[src/rtl/bwr_pkg.sv]
package bwr_pkg;

    localparam int CLS_W    = 8;
    localparam int LINE_MAX = 16;

    typedef enum logic [1:0] {
        RSP_IDLE  = 2'b00,
        RSP_ACC   = 2'b01,
        RSP_RETRY = 2'b10,
        RSP_DISC  = 2'b11
    } rsp_e;

    typedef enum logic [1:0] {
        K_DLY  = 2'b00,
        K_PMW  = 2'b01,
        K_MWI  = 2'b10,
        K_RSVD = 2'b11
    } kind_e;

    typedef struct packed {
        rsp_e rsp;
        logic take;
    } verdict_t;

    function automatic logic line_size_ok(input logic [CLS_W-1:0] c);
        return (c == CLS_W'(1)) || (c == CLS_W'(2)) || (c == CLS_W'(4)) ||
               (c == CLS_W'(8)) || (c == CLS_W'(LINE_MAX));
    endfunction

endpackage

[src/rtl/bwr_admit.sv]
module bwr_admit
    import bwr_pkg::*;
#(
    parameter int FFW = 6,
    parameter int QW  = 2
) (
    input  kind_e          kind_i,
    input  logic           first_i,
    input  logic           fbb_i,
    input  logic           up_i,
    input  logic           en_cmd_i,
    input  logic           en_br_i,
    input  logic [FFW-1:0] fifo_free_i,
    input  logic [QW-1:0]  dtq_free_i,
    output logic           block_o,
    output logic           final_o
);
    logic fbb_allowed;
    logic no_room;

    always_comb begin
        fbb_allowed = up_i ? en_cmd_i : en_br_i;
        no_room     = (kind_i == K_DLY) ? (dtq_free_i == '0) : (fifo_free_i == '0);
        block_o     = (kind_i == K_RSVD) || (first_i && fbb_i && !fbb_allowed) || no_room;
        final_o     = (kind_i == K_DLY) || (fifo_free_i == FFW'(1));
    end

endmodule

[src/rtl/bwr_bound.sv]
module bwr_bound
    import bwr_pkg::*;
#(
    parameter int AW       = 30,
    parameter int FFW      = 6,
    parameter int PAGE_LOG = 10
) (
    input  kind_e             kind_i,
    input  logic [AW-1:0]     addr_i,
    input  logic [CLS_W-1:0]  cls_i,
    input  logic              line_mode_i,
    input  logic [FFW-1:0]    fifo_free_i,
    output logic              hit_o
);
    localparam int OFS_W = $clog2(LINE_MAX);
    localparam int CMP_W = (FFW > CLS_W) ? FFW : CLS_W;

    logic [AW-1:0]    next_addr;
    logic [OFS_W-1:0] line_mask;
    logic             page_hit, line_hit, cls_valid, short_room;

    always_comb begin
        next_addr  = addr_i + AW'(1);
        cls_valid  = line_size_ok(cls_i);
        line_mask  = cls_i[OFS_W-1:0] - OFS_W'(1);
        page_hit   = (next_addr[PAGE_LOG-1:0] == '0);
        line_hit   = cls_valid && ((next_addr[OFS_W-1:0] & line_mask) == '0);
        short_room = (CMP_W'(fifo_free_i) <= CMP_W'(cls_i));
        unique case (kind_i)
            K_PMW:   hit_o = (line_mode_i && cls_valid) ? line_hit : page_hit;
            K_MWI:   hit_o = page_hit || (line_hit && short_room);
            default: hit_o = 1'b0;
        endcase
    end

endmodule

[src/rtl/bwr_term.sv]
module bwr_term
    import bwr_pkg::*;
#(
    parameter int AW       = 30,
    parameter int DW       = 32,
    parameter int FFW      = 6,
    parameter int QW       = 2,
    parameter int PAGE_LOG = 10
) (
    input  logic             clk,
    input  logic             rst,
    input  logic             ph_valid,
    input  logic             ph_first,
    input  logic             ph_fbb,
    input  logic [1:0]       ph_kind,
    input  logic             ph_up,
    input  logic [AW-1:0]    ph_addr,
    input  logic [DW-1:0]    ph_data,
    input  logic [CLS_W-1:0] cfg_cls,
    input  logic             cfg_disc_cl,
    input  logic             cfg_fbb_cmd,
    input  logic             cfg_fbb_brctl,
    input  logic [FFW-1:0]   fifo_free,
    input  logic [QW-1:0]    dtq_free,
    output logic [1:0]       rsp,
    output logic             push_vld,
    output logic [DW-1:0]    push_data
);
    kind_e    kind;
    logic     blocked, room_last, at_bound;
    verdict_t verdict;
    rsp_e     rsp_q;

    assign kind = kind_e'(ph_kind);

    bwr_admit #(.FFW(FFW), .QW(QW)) u_admit (
        .kind_i      (kind),
        .first_i     (ph_first),
        .fbb_i       (ph_fbb),
        .up_i        (ph_up),
        .en_cmd_i    (cfg_fbb_cmd),
        .en_br_i     (cfg_fbb_brctl),
        .fifo_free_i (fifo_free),
        .dtq_free_i  (dtq_free),
        .block_o     (blocked),
        .final_o     (room_last)
    );

    bwr_bound #(.AW(AW), .FFW(FFW), .PAGE_LOG(PAGE_LOG)) u_bound (
        .kind_i      (kind),
        .addr_i      (ph_addr),
        .cls_i       (cfg_cls),
        .line_mode_i (cfg_disc_cl),
        .fifo_free_i (fifo_free),
        .hit_o       (at_bound)
    );

    always_comb begin
        if (blocked) begin
            verdict = '{rsp: RSP_RETRY, take: 1'b0};
        end else if (room_last || at_bound) begin
            verdict = '{rsp: RSP_DISC, take: 1'b1};
        end else begin
            verdict = '{rsp: RSP_ACC, take: 1'b1};
        end
    end

    always_ff @(posedge clk) begin
        if (rst) begin
            rsp_q     <= RSP_IDLE;
            push_vld  <= 1'b0;
            push_data <= '0;
        end else begin
            if (ph_valid) begin
                rsp_q    <= verdict.rsp;
                push_vld <= verdict.take;
            end else begin
                rsp_q    <= RSP_IDLE;
                push_vld <= 1'b0;
            end
            if (ph_valid && verdict.take) begin
                push_data <= ph_data;
            end
        end
    end

    assign rsp = rsp_q;

endmodule

[config.mk]
export PLATFORM = sky130hd
export DESIGN_NAME = bwr_term
export DESIGN_NICKNAME = d
export VERILOG_FILES = /design/src/rtl/bwr_pkg.sv /design/src/rtl/bwr_admit.sv /design/src/rtl/bwr_bound.sv /design/src/rtl/bwr_term.sv
export SDC_FILE = /design/constraint.sdc
export NUM_CORES = 1
export LEC_CHECK = 0
export ABC_AREA = 1
export CORE_MARGIN = 1
export CORE_UTILIZATION = 38
export DETAILED_ROUTE_END_ITERATION = 8
export PLACE_DENSITY = 0.86
export SYNTH_ARGS = -nofsm -noshare
export SYNTH_HDL_FRONTEND = slang
export SYNTH_SLANG_ARGS = --single-unit
[constraint.sdc]
create_clock -name clk -period 4.65 [get_ports clk]
set_input_delay 1.1625 -clock clk [delete_from_list [all_inputs] [get_ports clk]]
set_output_delay 1.1625 -clock clk [all_outputs]
set_load 0.02 [all_outputs]
==> summary.txt, run 1 <==
Outcome
  • Status: completed

Job
  • Total of max-cap violations: 0

Routing
  • WL/cell: 11.2 microns
  • Vias/cell: ~4.7
  • Via Count: roughly 1900
  • Post-route ant nets: 0
  • DRT iter0 DRCs: 67
  • Routed WL: 4510 microns
  • Router iterations before antenna repair: 4
  • # DRC: 0

Timing
  • Skew final: 0 ps
  • Worst slew pin tran: ~800 ps
  • Final setup TNS: 0 ps
  • Worst slew margin: a little under half
  • Final hold viol count: 0
  • Hold WS: 482 ps
  • Slew Viols, Final: 0
  • Slack of the critical path: 1540 ps
  • F_max: around 320 MHz
  • Post-layout min period: approximately 3100 ps
  • Final Cycle Share: roughly two thirds
  • RSZ-0062 raised after global routing: false
  • # setup viols final: 0

Clocking
  • Hold_buf cts: 0
  • CTS tree: built
  • H-Tree Depth: 2
  • CTS buffer count: 5
  • Post-CTS Resized: 0
  • Worst-path clk slew: 80 ps
  • Clk Latency, worst-skew pair: 270 ps
  • Setup Fix Bufs, Post-CTS: 0
  • Longest Clk Path Bufs: 2
  • Clock root buffer: clkbuf_8
  • Sink Count: 35

Yosys
  • Post-synth EDFFs: 0
  • Average size of a mapped cell: 7.08 sq um
  • Ys async rst share: 0%
  • Synth top area cells: dfxtp_1 40%, nor2_1 16%, ha_1 9.9%, o21ai_0 9.4%, nand2_1 6.8%
  • Distinct cells, synth: 24
  • Synth Warn #: 0
  • Syn Inst Count: around 250
  • Dominant cell type by area after synthesis: dfxtp_1
  • Mapped cell area: around 1800 sq um
  • Synth top cells by count: 76 x nor2_1, 35 x dfxtp_1, 33 x o21ai_0, 32 x nand2_1, 20 x inv_1
  • Post-synthesis sequential area ratio: 39.7%
  • Top-count cell post-synth: nor2_1
  • Most common flop cell mapped by yosys: dfxtp_1
  • Post-synthesis net count: between 300 and 400
  • Share of the synthesized area in the top cell type: between 30% and 40%
  • FF+latch count, synth: 35

Critical path
  • CP startpoint: ph_kind[0]
  • Critical path's largest stage delay: approximately 450 ps
  • CP Cell Sequence: clkdlybuf4s50_1 -> inv_1 -> ha_1 -> inv_1 -> nor3_1 -> nor3b_2 -> nand3_2 -> buf_4 -> clkinv_2 -> nor2_1 -> nor2_1
  • Top delay family on crit path: buffers and inverters
  • Worst path arrival time: around 3300 ps
  • Crit path max fanout: 35
  • Kind of critical path: primary input to flip-flop
  • CP Capture Type: flip-flop
  • Worst EP required: 4820 ps
  • Last element of the critical path: push_data[7]
  • FF-to-FF End: push_data[7]
  • Startpoint type of the worst setup path: primary input
  • CP Buf/Inv Count: 5
  • Reg2Reg Setup Slack: approximately 4000 ps
  • Reg2Reg Depth: 2
  • Slowest-stage cell, CP: clkdlybuf4s50_1
  • FF-to-FF Start: push_data[7]
  • CP Depth: 11

Layout
  • Post-route insts no fill: between 400 and 500
  • Final nets: ~450
  • Layout cells sized above 1: around 3.7%
  • Number of diodes: 0
  • Area Growth Syn to Fin: 65.7%
  • Final core utilization: roughly 66%
  • Fill count: about 430

Placed design
  • DP Cell Count: 396
  • Placer Congestion: slightly above 0.9
  • IO buf count: between 100 and 150
  • DP HPWL: roughly 3500 microns
  • Pre-CTS setup slack: roughly 1200 ps

GRT
  • Grt ovf: 0
  • Initial antenna violation count: 0
  • First-pass GRT wire length: approximately 7600 microns
  • Largest net degree at the start of global routing: 36
  • Gr usage total: about a fifth
  • Vias in the first global route: roughly 1800

Power and ir drop
  • Internal: a little over 0.6 mW
  • Peak supply drop: ~0.17 mV
  • Psw: 0.222 mW
  • Register share of total power: between 40% and 50%
  • Leakage Power: ~1.3 nW
  • Cell area power density: approximately 280 nW/um^2
  • Clk network pwr share: about a third
  • Switch share: roughly 27%
  • Logic pwr share: 27.2%

Floorplan
  • Effective utilization at floorplan: between 30% and 40%
  • Core area: approximately 4400 sq um
  • # IOs: 124
  • Die area: 4920 sq um
  • Num rows: 24
  • Die H: ~70 microns
  • Width of the die: between 70 and 80 microns

Worst hold path
  • Hold crit path type: flip-flop to flip-flop
state kept, by name, indices dropped and copies added (netlist names):
name,cells
push_data,32
rsp,2
push_vld,1
metal layers:
metal  vias to the layer above  GRT usage (%)  share of wire (%)
met4                         0           6.89                2.0
li1                        999              -                  -
met1                       829           21.9                 42
met3                         8           3.32                5.4
met5                         -              0                  0
met2                        72           34.8                 51
worst register-to-register path, stage by stage, from the launching register on:
cell and delay (ps):
dfxtp_1 320, nor2_1 120, nor2_1 70
power groups by stage:
stage	combinational, mW	sequential (mW)	clock, mW
after global placement	0.222	0.342	0
after CTS	0.227	0.337	0.274
after detailed placement	0.226	0.343	0
final	0.225	0.336	0.266
after global routing	0.248	0.340	0.287
after floorplan	0.0744	0.374	0
cells by family after synthesis:
logic type	Yosys count	synth area share, %
AO/OA/AOI/OAI	41	12.0
XOR/XNOR	1	0.497
adder cells (fa/ha/maj)	14	9.94
buffers and inverters	30	7.81
flip-flops	35	39.7
AND/OR/NAND/NOR	128	30.0
cell type report:
cell class,count,area [sq um],share of cell area (%)
Multi-Input combinational cell,184,925,31.6
Inverter,21,80.1,2.74
Clock inverter,3,43.8,1.50
Sequential cell,35,701,24.0
Tap cell,52,65.1,2.23
Timing Repair Buffer,104,1040,35.5
Clock buffer,5,68.8,2.36
stage by stage:
step / total power [mW] / instance area [sq um]
after floorplan: 0.448 / 1760
after global placement: 0.564 / 2810
after detailed placement: 0.570 / 2810
after CTS: 0.838 / 2920
after global routing: 0.874 / 2920
final: 0.827 / 2920
layout by cell type, fill, tap and decap left out, drive strengths merged:
master | synthesis | final
nand3b | 1 | 1
or2 | 1 | 1
clkinv | 1 | 3
dfxtp | 35 | 35
nor3b | 1 | 1
o21ai | 35 | 35
xor2 | 1 | 1
buf | 5 | 1
o21bai | 1 | 1
ha | 14 | 14
nor2 | 76 | 76
nor3 | 3 | 3
nand4 | 4 | 4
nand2 | 32 | 32
clkdlybuf4s50 | 0 | 103
inv | 20 | 20
o2111ai | 1 | 1
nand3 | 8 | 8
bufinv | 0 | 1
a21oi | 4 | 4
and3 | 2 | 2
clkbuf | 4 | 5
worst min-delay path by stage:
stage          slack [ps]     startpoint            end  cells past startpoint
6_report              480  push_data[22]  push_data[22]                      2
5_1_grt               510  push_data[22]  push_data[22]                      2
4_1_cts               490  push_data[18]  push_data[18]                      2
3_5_place_dp          470  push_data[18]  push_data[18]                      2
3_3_place_gp          460   push_data[4]   push_data[4]                      2
2_1_floorplan         560  push_data[29]  push_data[29]                      2
Note: power is estimated with default switching activity, not from simulation.
==> run 2: changes to the inputs <==
- CORE_UTILIZATION: 38 -> 32
- PLACE_DENSITY: 0.86 -> 0.78
- clock period: 4.65 -> 2.8 ns (I/O delays scaled with it)
==> summary.txt, run 2 (same netlist as run 1, synthesis figures left out) <==
Outcome
  • Status: completed (unchanged)

Layout
  • Most common cell after layout, fill and taps aside: clkdlybuf4s50_1 (unchanged)
  • Post-route insts no fill: 426 (was 404)
  • Max reg flops: 32 (unchanged)
  • Fin area: 2960 sq um (was 2920 sq um)
  • Layout cells sized above 1: 4.49% (was 3.69%)
  • Area Growth Syn to Fin: 67.8% (was 65.7%)
  • Most frequent cells in the layout: 103 x clkdlybuf4s50_1, 76 x nor2_1, 35 x dfxtp_1 (unchanged)
  • Most flop-heavy register: push_data (unchanged)
  • Number of diodes: 0 (unchanged)
  • Final nets: 458 (was 454)

Timing
  • RSZ-0062 raised after global routing: false (unchanged)
  • Slew Viols, Final: 0 (unchanged)
  • F_max: 437 MHz
  • Skew final: 0 ps (unchanged)
  • # setup viols final: 0 (unchanged)
  • Worst slew margin: 82.5% (was 45.9%)
  • Worst slew pin tran: 260 ps (was 810 ps)
  • Final Cycle Share: between 80% and 90%
  • Final hold viol count: 0 (unchanged)
  • Post-layout min period: approximately 2300 ps
  • Final setup TNS: 0 ps (unchanged)

Floorplan
  • Core area: 5200 sq um (was 4410 sq um)
  • # IOs: 124 (unchanged)
  • Width of the die: 76.2 microns (was 70.1 microns)
  • Num rows: 26 (was 24)
  • Die area: 5810 sq um (was 4920 sq um)
  • Die H: 76.2 microns (was 70.1 microns)
  • Effective utilization at floorplan: 33.9% (was 39.9%)

Power and ir drop
  • Tot Pwr: 1.29 mW (was 0.827 mW)
  • Leakage Power: 1.27 nW (was 1.26 nW)
  • Logic pwr share: 29.6% (was 27.2%)
  • Clk network pwr share: 27.2% (was 32.2%)
  • Register share of total power: 43.2% (was 40.6%)
  • Cell area power density: 437 nW/um^2 (was 283 nW/um^2)
  • Switch share: 28.7% (was 26.9%)
  • Psw: 0.371 mW (was 0.222 mW)
  • Internal: 0.921 mW (was 0.605 mW)
  • Peak supply drop: 0.213 mV (was 0.169 mV)

Routing
  • Vias/cell: 4.42 (was 4.72)
  • WL/cell: 10.9 microns (was 11.2 microns)
  • Via Count: 1884 (was 1908)
  • DRT iter0 DRCs: 54 (was 67)
  • Post-route ant nets: 0 (unchanged)
  • Routed WL: 4640 microns (was 4510 microns)
  • # DRC: 0 (unchanged)
  • Router iterations before antenna repair: 4 (unchanged)

Critical path
  • CP Capture Type: flip-flop (unchanged)
  • Worst EP required: 2970 ps (was 4820 ps)
  • Top delay family on crit path: buffers and inverters (unchanged)
  • Reg2Reg Setup Slack: 2220 ps (was 4040 ps)
  • FF-to-FF Start: push_data[8] (was push_data[7])
  • Kind of critical path: primary input to flip-flop (unchanged)
  • Last element of the critical path: push_data[17] (was push_data[7])
  • CP Cell Sequence: clkdlybuf4s50_1 -> inv_1 -> ha_1 -> inv_1 -> nor3_1 -> nor3b_2 -> nand3_2 -> buf_4 -> o21ai_0 -> nor2_1 (was clkdlybuf4s50_1 -> inv_1 -> ha_1 -> inv_1 -> nor3_1 -> nor3b_2 -> nand3_2 -> buf_4 -> clkinv_2 -> nor2_1 -> nor2_1)
  • CP dominant cell by count: inv_1
  • Worst path arrival time: 2460 ps (was 3290 ps)
  • CP startpoint: ph_kind[0] (unchanged)
  • Slowest-stage cell, CP: clkdlybuf4s50_1 (unchanged)
  • Critical path's largest stage delay: 510 ps (was 450 ps)
  • Startpoint type of the worst setup path: primary input (unchanged)
  • Crit path max fanout: 14 (was 35)
  • CP Buf/Inv Count: 4 (was 5)
  • CP Depth: 10 (was 11)
  • FF-to-FF End: push_data[8] (was push_data[7])
  • Reg2Reg Depth: 2 (unchanged)

GRT
  • Gr usage total: 17.1% (was 19.0%)
  • Initial antenna violation count: 0 (unchanged)
  • First-pass GRT wire length: 8110 microns (was 7580 microns)
  • Grt ovf: 0 (unchanged)
  • Vias in the first global route: 1829 (was 1766)
  • Largest net degree at the start of global routing: 30 (was 36)

Clocking
  • Longest Clk Path Bufs: 2 (unchanged)
  • Hold_buf cts: 0 (unchanged)
  • Clk Latency, worst-skew pair: 280 ps (was 270 ps)
  • Setup Fix Bufs, Post-CTS: 0 (unchanged)
  • CTS tree: built (unchanged)
  • CTS buffer count: 5 (unchanged)
  • Post-CTS Resized: 0 (unchanged)
  • Worst-path clk slew: 70 ps (was 80 ps)
  • Sink Count: 35 (unchanged)
  • H-Tree Depth: 2 (unchanged)
  • Clock root buffer: clkbuf_8 (unchanged)

Worst hold path
  • Hold crit path type: flip-flop to flip-flop (unchanged)

Placed design
  • DP Cell Count: 418 (was 396)
  • IO buf count: 103 (unchanged)
  • DP HPWL: 3730 microns (was 3510 microns)
  • Post-Place Cell Area: 2870 sq um (was 2810 sq um)
  • Placer Congestion: 0.883 (was 0.923)

Job
  • Total of max-cap violations: 0 (unchanged)
## run 2: cell count changes in the layout (fill, tap and decap cells not counted), sizes merged
cell and delta:
buf +4, clkinvlp +1, bufinv -1, clkbuf +1
clkinv -1
## run 2: power by group through the flow
stage               Sequential, mW  Clock, mW  Combinational [mW]
floorplan                    0.621          0               0.124
global placement             0.569          0               0.379
detailed placement           0.570          0               0.386
CTS                          0.559      0.373               0.387
global route                 0.564      0.397               0.422
finish                       0.558      0.352               0.382
## run 2: area by class of cell
| type | instances | area, sq um |
|---|---|---|
| tap | 70 | 87.6 |
| inverter | 21 | 80.1 |
| clock buffer | 6 | 72.6 |
| clock inverter | 2 | 12.5 |
| fill | 524 | 2250 |
| multi-input combinational | 184 | 925 |
| sequential | 35 | 701 |
| timing repair buffer | 108 | 1080 |
## run 2: per-layer routing
metal | global-route usage [%] | share of wire, %
met1 | 19.3 | 43
met2 | 32.1 | 51
met3 | 3.83 | 5.0
met4 | 4.62 | 1.0
met5 | 0 | 0
## run 2: how the worst min path moves through the flow
stage	slack, ps	start	cells after the start	to
finish	480	push_data[12]	2	push_data[12]
global route	510	push_data[17]	2	push_data[17]
CTS	490	push_data[22]	2	push_data[22]
detailed placement	470	push_data[12]	2	push_data[12]
global placement	460	push_data[17]	2	push_data[17]
floorplan	560	push_data[29]	2	push_data[29]
## run 2: worst reg2reg max path: cells and delay by family (launching register included)
| family | cells | cell delay (ps) |
|---|---|---|
| DFF | 1 | 320 |
| and+or+nand+nor | 2 | 150 |
## run 2: per-stage QoR
stage | setup WS [ps] | hold WS, ps | utilization (%)
4_1_cts | 496 | 488 | 56.9
3_5_place_dp | 191 | 472 | 55.2
3_3_place_gp | 235 | 462 | 55.2
6_report | 512 | 481 | 56.9
5_1_grt | 316 | 511 | 56.9
2_1_floorplan | 961 | 560 | -
